[config.mk]
export PLATFORM = sky130hd
export DESIGN_NAME = fifo_irq_flagger
export DESIGN_NICKNAME = d
export VERILOG_FILES = /design/src/rtl/fifo_irq_pkg.sv /design/src/rtl/fifo_irq_ctrl.sv /design/src/rtl/fifo_irq_datapath.sv /design/src/rtl/fifo_irq_flagger.sv
export SDC_FILE = /design/constraint.sdc
export NUM_CORES = 1
export LEC_CHECK = 0
export BUFFER_PORTS_ARGS = -buffer_cell sky130_fd_sc_hd__buf_2
export CAP_MARGIN = 25
export CORE_MARGIN = 10
export CORE_UTILIZATION = 25
export CTS_CLUSTER_SIZE = 8
export DETAILED_ROUTE_END_ITERATION = 6
export PLACE_DENSITY_LB_ADDON = 0.2
export SYNTH_ARGS = -nofsm -noshare
export SYNTH_HDL_FRONTEND = slang
export SYNTH_SLANG_ARGS = --single-unit
[constraint.sdc]
create_clock -name clk -period 4.25 [get_ports clk]
set_input_delay 0.6375 -clock clk [delete_from_list [all_inputs] [get_ports clk]]
set_output_delay 0.6375 -clock clk [all_outputs]
set_load 0.03 [all_outputs]
[src/rtl/fifo_irq_pkg.sv]
package fifo_irq_pkg;
  localparam int NUM_CH = 4;
  localparam int PTR_W  = 8;
  localparam int BUS_W  = NUM_CH * PTR_W;

  typedef struct packed {
    logic              evalEn;
    logic [NUM_CH-1:0] clrMask;
  } ctrlStrobes_t;
endpackage

[src/rtl/fifo_irq_ctrl.sv]
module fifo_irq_ctrl
  import fifo_irq_pkg::*;
(
  input  logic              evalStrobe,
  input  logic [NUM_CH-1:0] clearFlags,
  output ctrlStrobes_t      strobes
);
  always_comb begin
    strobes.evalEn  = evalStrobe;
    strobes.clrMask = clearFlags;
  end
endmodule

[src/rtl/fifo_irq_datapath.sv]
module fifo_irq_datapath
  import fifo_irq_pkg::*;
(
  input  logic              clk,
  input  logic              rstN,
  input  ctrlStrobes_t      strobes,
  input  logic [BUS_W-1:0]  rxRdPtr,
  input  logic [BUS_W-1:0]  rxWrPtr,
  input  logic [BUS_W-1:0]  txRdPtr,
  input  logic [BUS_W-1:0]  txWrPtr,
  output logic [NUM_CH-1:0] irqFlags,
  output logic [BUS_W-1:0]  lastRxPtrs,
  output logic [BUS_W-1:0]  lastTxPtrs
);
  localparam logic [PTR_W-1:0] NO_RECORD = '1;

  logic [NUM_CH-1:0] chFire;
  logic [BUS_W-1:0]  nextRx;
  logic [BUS_W-1:0]  nextTx;

  for (genvar ch = 0; ch < NUM_CH; ch++) begin : g_chan
    logic [PTR_W-1:0] rxRd, rxWr, txRd, txWr, prevRx, prevTx;
    logic             rxFire, txFire;

    assign rxRd   = rxRdPtr[ch*PTR_W +: PTR_W];
    assign rxWr   = rxWrPtr[ch*PTR_W +: PTR_W];
    assign txRd   = txRdPtr[ch*PTR_W +: PTR_W];
    assign txWr   = txWrPtr[ch*PTR_W +: PTR_W];
    assign prevRx = lastRxPtrs[ch*PTR_W +: PTR_W];
    assign prevTx = lastTxPtrs[ch*PTR_W +: PTR_W];

    // receive side: data waiting, reported once per read position
    always_comb begin
      rxFire = 1'b0;
      nextRx[ch*PTR_W +: PTR_W] = prevRx;
      if (rxRd == rxWr) begin
        nextRx[ch*PTR_W +: PTR_W] = NO_RECORD;
      end else if (rxRd != prevRx) begin
        rxFire = 1'b1;
        nextRx[ch*PTR_W +: PTR_W] = rxRd;
      end
    end

    // transmit side: drained, reported once per write position
    always_comb begin
      txFire = 1'b0;
      nextTx[ch*PTR_W +: PTR_W] = prevTx;
      if (txRd != txWr) begin
        nextTx[ch*PTR_W +: PTR_W] = NO_RECORD;
      end else if (txWr != prevTx) begin
        txFire = 1'b1;
        nextTx[ch*PTR_W +: PTR_W] = txWr;
      end
    end

    assign chFire[ch] = strobes.evalEn & (rxFire | txFire);
  end

  always_ff @(posedge clk or negedge rstN) begin
    if (!rstN) begin
      irqFlags   <= '0;
      lastRxPtrs <= '1;
      lastTxPtrs <= '1;
    end else begin
      irqFlags <= (irqFlags & ~strobes.clrMask) | chFire;
      if (strobes.evalEn) begin
        lastRxPtrs <= nextRx;
        lastTxPtrs <= nextTx;
      end
    end
  end
endmodule

[src/rtl/fifo_irq_flagger.sv]
module fifo_irq_flagger
  import fifo_irq_pkg::*;
(
  input  logic              clk,
  input  logic              rstN,
  input  logic              evalStrobe,
  input  logic [BUS_W-1:0]  rxRdPtr,
  input  logic [BUS_W-1:0]  rxWrPtr,
  input  logic [BUS_W-1:0]  txRdPtr,
  input  logic [BUS_W-1:0]  txWrPtr,
  input  logic [NUM_CH-1:0] clearFlags,
  output logic [NUM_CH-1:0] irqFlags,
  output logic [BUS_W-1:0]  lastRxPtrs,
  output logic [BUS_W-1:0]  lastTxPtrs
);
  ctrlStrobes_t strobes;

  fifo_irq_ctrl ctrl_i (
    .evalStrobe (evalStrobe),
    .clearFlags (clearFlags),
    .strobes    (strobes)
  );

  fifo_irq_datapath dp_i (
    .clk        (clk),
    .rstN       (rstN),
    .strobes    (strobes),
    .rxRdPtr    (rxRdPtr),
    .rxWrPtr    (rxWrPtr),
    .txRdPtr    (txRdPtr),
    .txWrPtr    (txWrPtr),
    .irqFlags   (irqFlags),
    .lastRxPtrs (lastRxPtrs),
    .lastTxPtrs (lastTxPtrs)
  );
endmodule

-- Yosys cells after proc, flatten, opt, wreduce, memory -nomap -nowiden
Cells that the tools add are included.
- logic and storage cells: 84
- input port bits: 135
- register bits after elaboration: 68
- multiplexer cells: 32
- bitwise operators: 11
- reduce and logical (&&, ||, !) cells: 16
- equality and inequality tests: 16
- operators with widths (kind ; number):
    8-bit 2-to-1 mux ; 16
    8-bit != test ; 12
    8-bit == test ; 4
    1-bit 2-to-1 mux ; 16
    2-bit AND reduction ; 8
    2-bit nonzero test ; 8
    1-bit AND ; 4
    4-bit AND ; 1
    4-bit inverter ; 1
    1-bit OR ; 4
    4-bit OR ; 1

-- Longest topological paths before layout
- depth in word-level cells: 6
- mapped depth: 5

-- By module
Synthesis repeated with hierarchy kept, for this count alone.
- cells, all modules: 344
- area total of the unflattened synthesis: 4179.0 um2
- modules (own cells, without submodules) (module ; sequential area each (um2) ; cells an instance ; instances ; area an instance (um2)):
    fifo_irq_datapath ; 1781.7 ; 339 ; 1 ; 4141.5
    fifo_irq_ctrl ; 0.0 ; 5 ; 1 ; 37.5

-- Worst setup path before layout
OpenSTA, ideal clock, no wires.
- path kind: in2reg
- start point: in rxWrPtr[30]
- end point: reg dp_i.lastRxPtrs[24]
- required time: 4189 ps
- data arrival time: 1627 ps
- buffers on the path: 0
- library setup time: 61 ps
- stages on the path: 5
- slack: 2562 ps
- cell sequence: xor2_1 > nor4_2 > nand2_1 > a31oi_2 > o22a_1
- word-level cells in the longest chain between the ends: 3
- elaborated cells on any way between the ends: 4
- those cells by class: eq/ne (1); mux (1); reduce/logical (2)
- RTL lines (item ; RTL line ; text):
    start, declared ; fifo_irq_flagger.sv:8 ; input logic [BUS_W-1:0] rxWrPtr,
    8-bit == test (*) ; fifo_irq_datapath.sv:36 ; if (rxRd == rxWr) begin
    2-bit nonzero test (no line) ; -- ;
    2-bit AND reduction (no line) ; -- ;
    end signal, assigned ; fifo_irq_datapath.sv:67 ; lastRxPtrs <= nextRx;
    end, declared ; fifo_irq_datapath.sv:12 ; output logic [BUS_W-1:0] lastRxPtrs,
Every way passes the cells marked *; elsewhere a longest branch is shown, timed or not.
A chain may end at the register's enable or synchronous reset.

-- Worst setup path in the final report
- start point: in evalStrobe
- end point: reg dp_i.lastTxPtrs[12]
- word-level cells in the longest chain between the ends: 1
- RTL lines (item ; RTL line ; text):
    start, declared ; fifo_irq_flagger.sv:6 ; input logic evalStrobe,
    2-bit AND reduction (no line) ; -- ;
    end signal, assigned ; fifo_irq_datapath.sv:68 ; lastTxPtrs <= nextTx;
    end, declared ; fifo_irq_datapath.sv:13 ; output logic [BUS_W-1:0] lastTxPtrs
No other way between the ends.

==> metrics.cfg <==
[outcome]
outcome=finished, final reports clean

[synthesis]
synthCells=339
synthDistinctLibCells=22
yosys_register_bits=68
ys_async_sr_fraction_pct=100.0
synthesis.nets=474
ys.warnings.count=0
syn_area_per_cell_um2=12.16
syn_area_um2=4121
synth_edf_count=0
synth_ff_type=dfstp_2
seq_area_frac_synth_pct=43.23

[pwr]
peakVddDrop_v=0.0001631
p_per_area_nw_per_um2=341.4
p_total_mw=1.951
p_leak_nw=2.257

[setup_path]
timing.rr.start=dp_i.lastTxPtrs[14]
critPathMaxStageDelay_ns=0.53
critPathTopFamily=compound AO/OA/AOI/OAI gates
crit_chain=buf_2 > inv_1 > a31oi_2 > o22a_1
crit_arrival_ns=2.12
crit_type=in2reg
slowest_stage=a31oi_2
crit_start=evalStrobe
worstPathRequired_ns=4.53
worstSetupStartpointType=input pin
crit_buf_inv=2
endpoint_kind=register
crit_fanout=12

[placement]
portBuffers=202
routabilityCongestion=0.7766
hpwlAfterDp_um=11220
place_inst=756

[floorplan]
die_x_um=148.4
die-area_um2=22020
row_count=46
start_util_pct=25.76
core_um2=16000
io_pins=203
die_y_um=148.4

[timing]
final_hold_viol_count=0
grt_setup_unrepaired=false
finalCritPeriodShare_pct=43.35
slew_viol_final=0
finalSetupViolations=0
period_minus_slack_ns=1.842
worst_pin_slew_ns=0.7666
setup_tns_ns=0
max_freq_ghz=0.5428
finalClockSkew_ns=0.005132
relSlewSlack_pct=48.83

[finish]
n_antenna_cell=0
drive_gt1_share_pct=56.83
area_growth_pct=38.65
nets=686
final-seq-area_um2=1782
utilization_pct=35.71
final_cell_mix=202 x buf_2, 96 x xor2_1, 64 x o22a_1, 64 x dfstp_2, 32 x xnor2_1
multiInputGateArea_um2=2308
nFillCells=1681
final_common_cell=buf_2
finalNonFillerCells=772

[clock_tree]
cts_resized=0
cts_hold_buffers=0
root_buffer=clkbuf_16
clk_pin_slew_ns=0.06
post_cts_buffers=0
cts_inserted_buffers=9
clockBufferDepth=2
cts_sinks=68
clock_latency_ns=0.34
cts_tree=done
htreeDepth=3

[detailed_routing]
drcViolationCount=0
routedWlPerCell_um=17.54
drt_iter0_markers=92
first_pass_iters=4
drt-total-wl_um=13540
vias=3512
detail_route.vias_per_cell=4.549
postRouteAntennaNets=0

[grt]
grt_pass1_wl_um=21320
grt_pass1_vias=3997
grt_util_all_layers_pct=12.16
grt-ovfl-total=0
grt_max_degree=40
antenna_found_initial=0

[min_path]
hold_path.class=in2async

[run]
drv_cap=0

==> power by group <==
part | leakage [nW] | internal (mW) | switching (mW)
Clock | 0.155 | 0.511 | 0.290
Combinational | 1.38 | 0.165 | 0.247
Sequential | 0.717 | 0.707 | 0.0301
==> worst paths after layout <==
path | end | slack (ns) | cells after the start
worst max-delay path | dp_i.lastTxPtrs[12] | 2.41 | 4
worst min-delay path | dp_i.irqFlags[3] | 0.33 | 1
worst max register to register | dp_i.lastTxPtrs[12] | 2.46 | 5
worst min register to register | dp_i.lastRxPtrs[2] | 0.52 | 1
max in group asynchronous | dp_i.lastTxPtrs[28] | 2.91 | 2
min in group clk | dp_i.irqFlags[0] | 0.50 | 2
==> Yosys cell counts (3+ instances only) <==
cell type  instances  share of area (%)
a211oi_1           3               0.55
a21oi_1            4               0.49
a31oi_2            5                1.5
a31oi_4            3                1.5
dfrtp_1            4                2.4
dfstp_2           64                 41
inv_1              5               0.46
nand2_1            6               0.55
nand2_2            6               0.91
nand3_2            4               0.97
nand4_1            8                1.2
nor2_1             4               0.36
nor4_1            10                1.5
nor4_2            12                3.6
o22a_1            64                 14
o22ai_1            4               0.61
xnor2_1           32                6.8
xor2_1            96                 20
==> state kept, by name, summed over array words and instances (netlist names) <==
name and count:
dp_i.lastTxPtrs 32, dp_i.lastRxPtrs 32, dp_i.irqFlags 4
==> cell families after synthesis <==
family	after synthesis	synth area share, %
compound gates	84	18.61
xor+xnor	128	27.20
simple gates	52	10.20
buf+inv	7	0.7590
flops	68	43.23
==> routing by layer <==
metal	share of wire [%]	global-route usage [%]	wire (um)	vias to the layer above
met5	0	0	0	-
met4	0.73	2.676	99	0
met3	7.5	5.036	1017	5
met2	48	20.20	6497	119
met1	44	14.32	5925	1696
li1	-	-	-	1692
==> worst register-to-register path: stages, from the launching register on <==
cell and delay, ns:
dfstp_2 0.55, xor2_1 0.16, nor4_1 0.10, a211oi_1 0.44, nand2_2 0.21, o22a_1 0.26
==> metrics by stage <==
step	setup WS [ns]	cell area (um^2)	hold WS (ns)
6_report	2.408	5714	0.3322
3_3_place_gp	2.035	5398	0.5152
5_1_grt	2.209	5714	0.3808
3_5_place_dp	1.964	5398	0.5189
4_1_cts	2.327	5714	0.3436
2_1_floorplan	2.562	4121	0.3419
==> layout make-up <==
class                   count  area share, %
clock buffers               9          3.941
well taps                 216          4.730
flip-flops and latches     68          31.18
repair buffers            203          17.82
multi-input cells         264          40.40
clock inverters             7          1.598
inverters                   5         0.3284
Power figures use the tool's default switching activity.
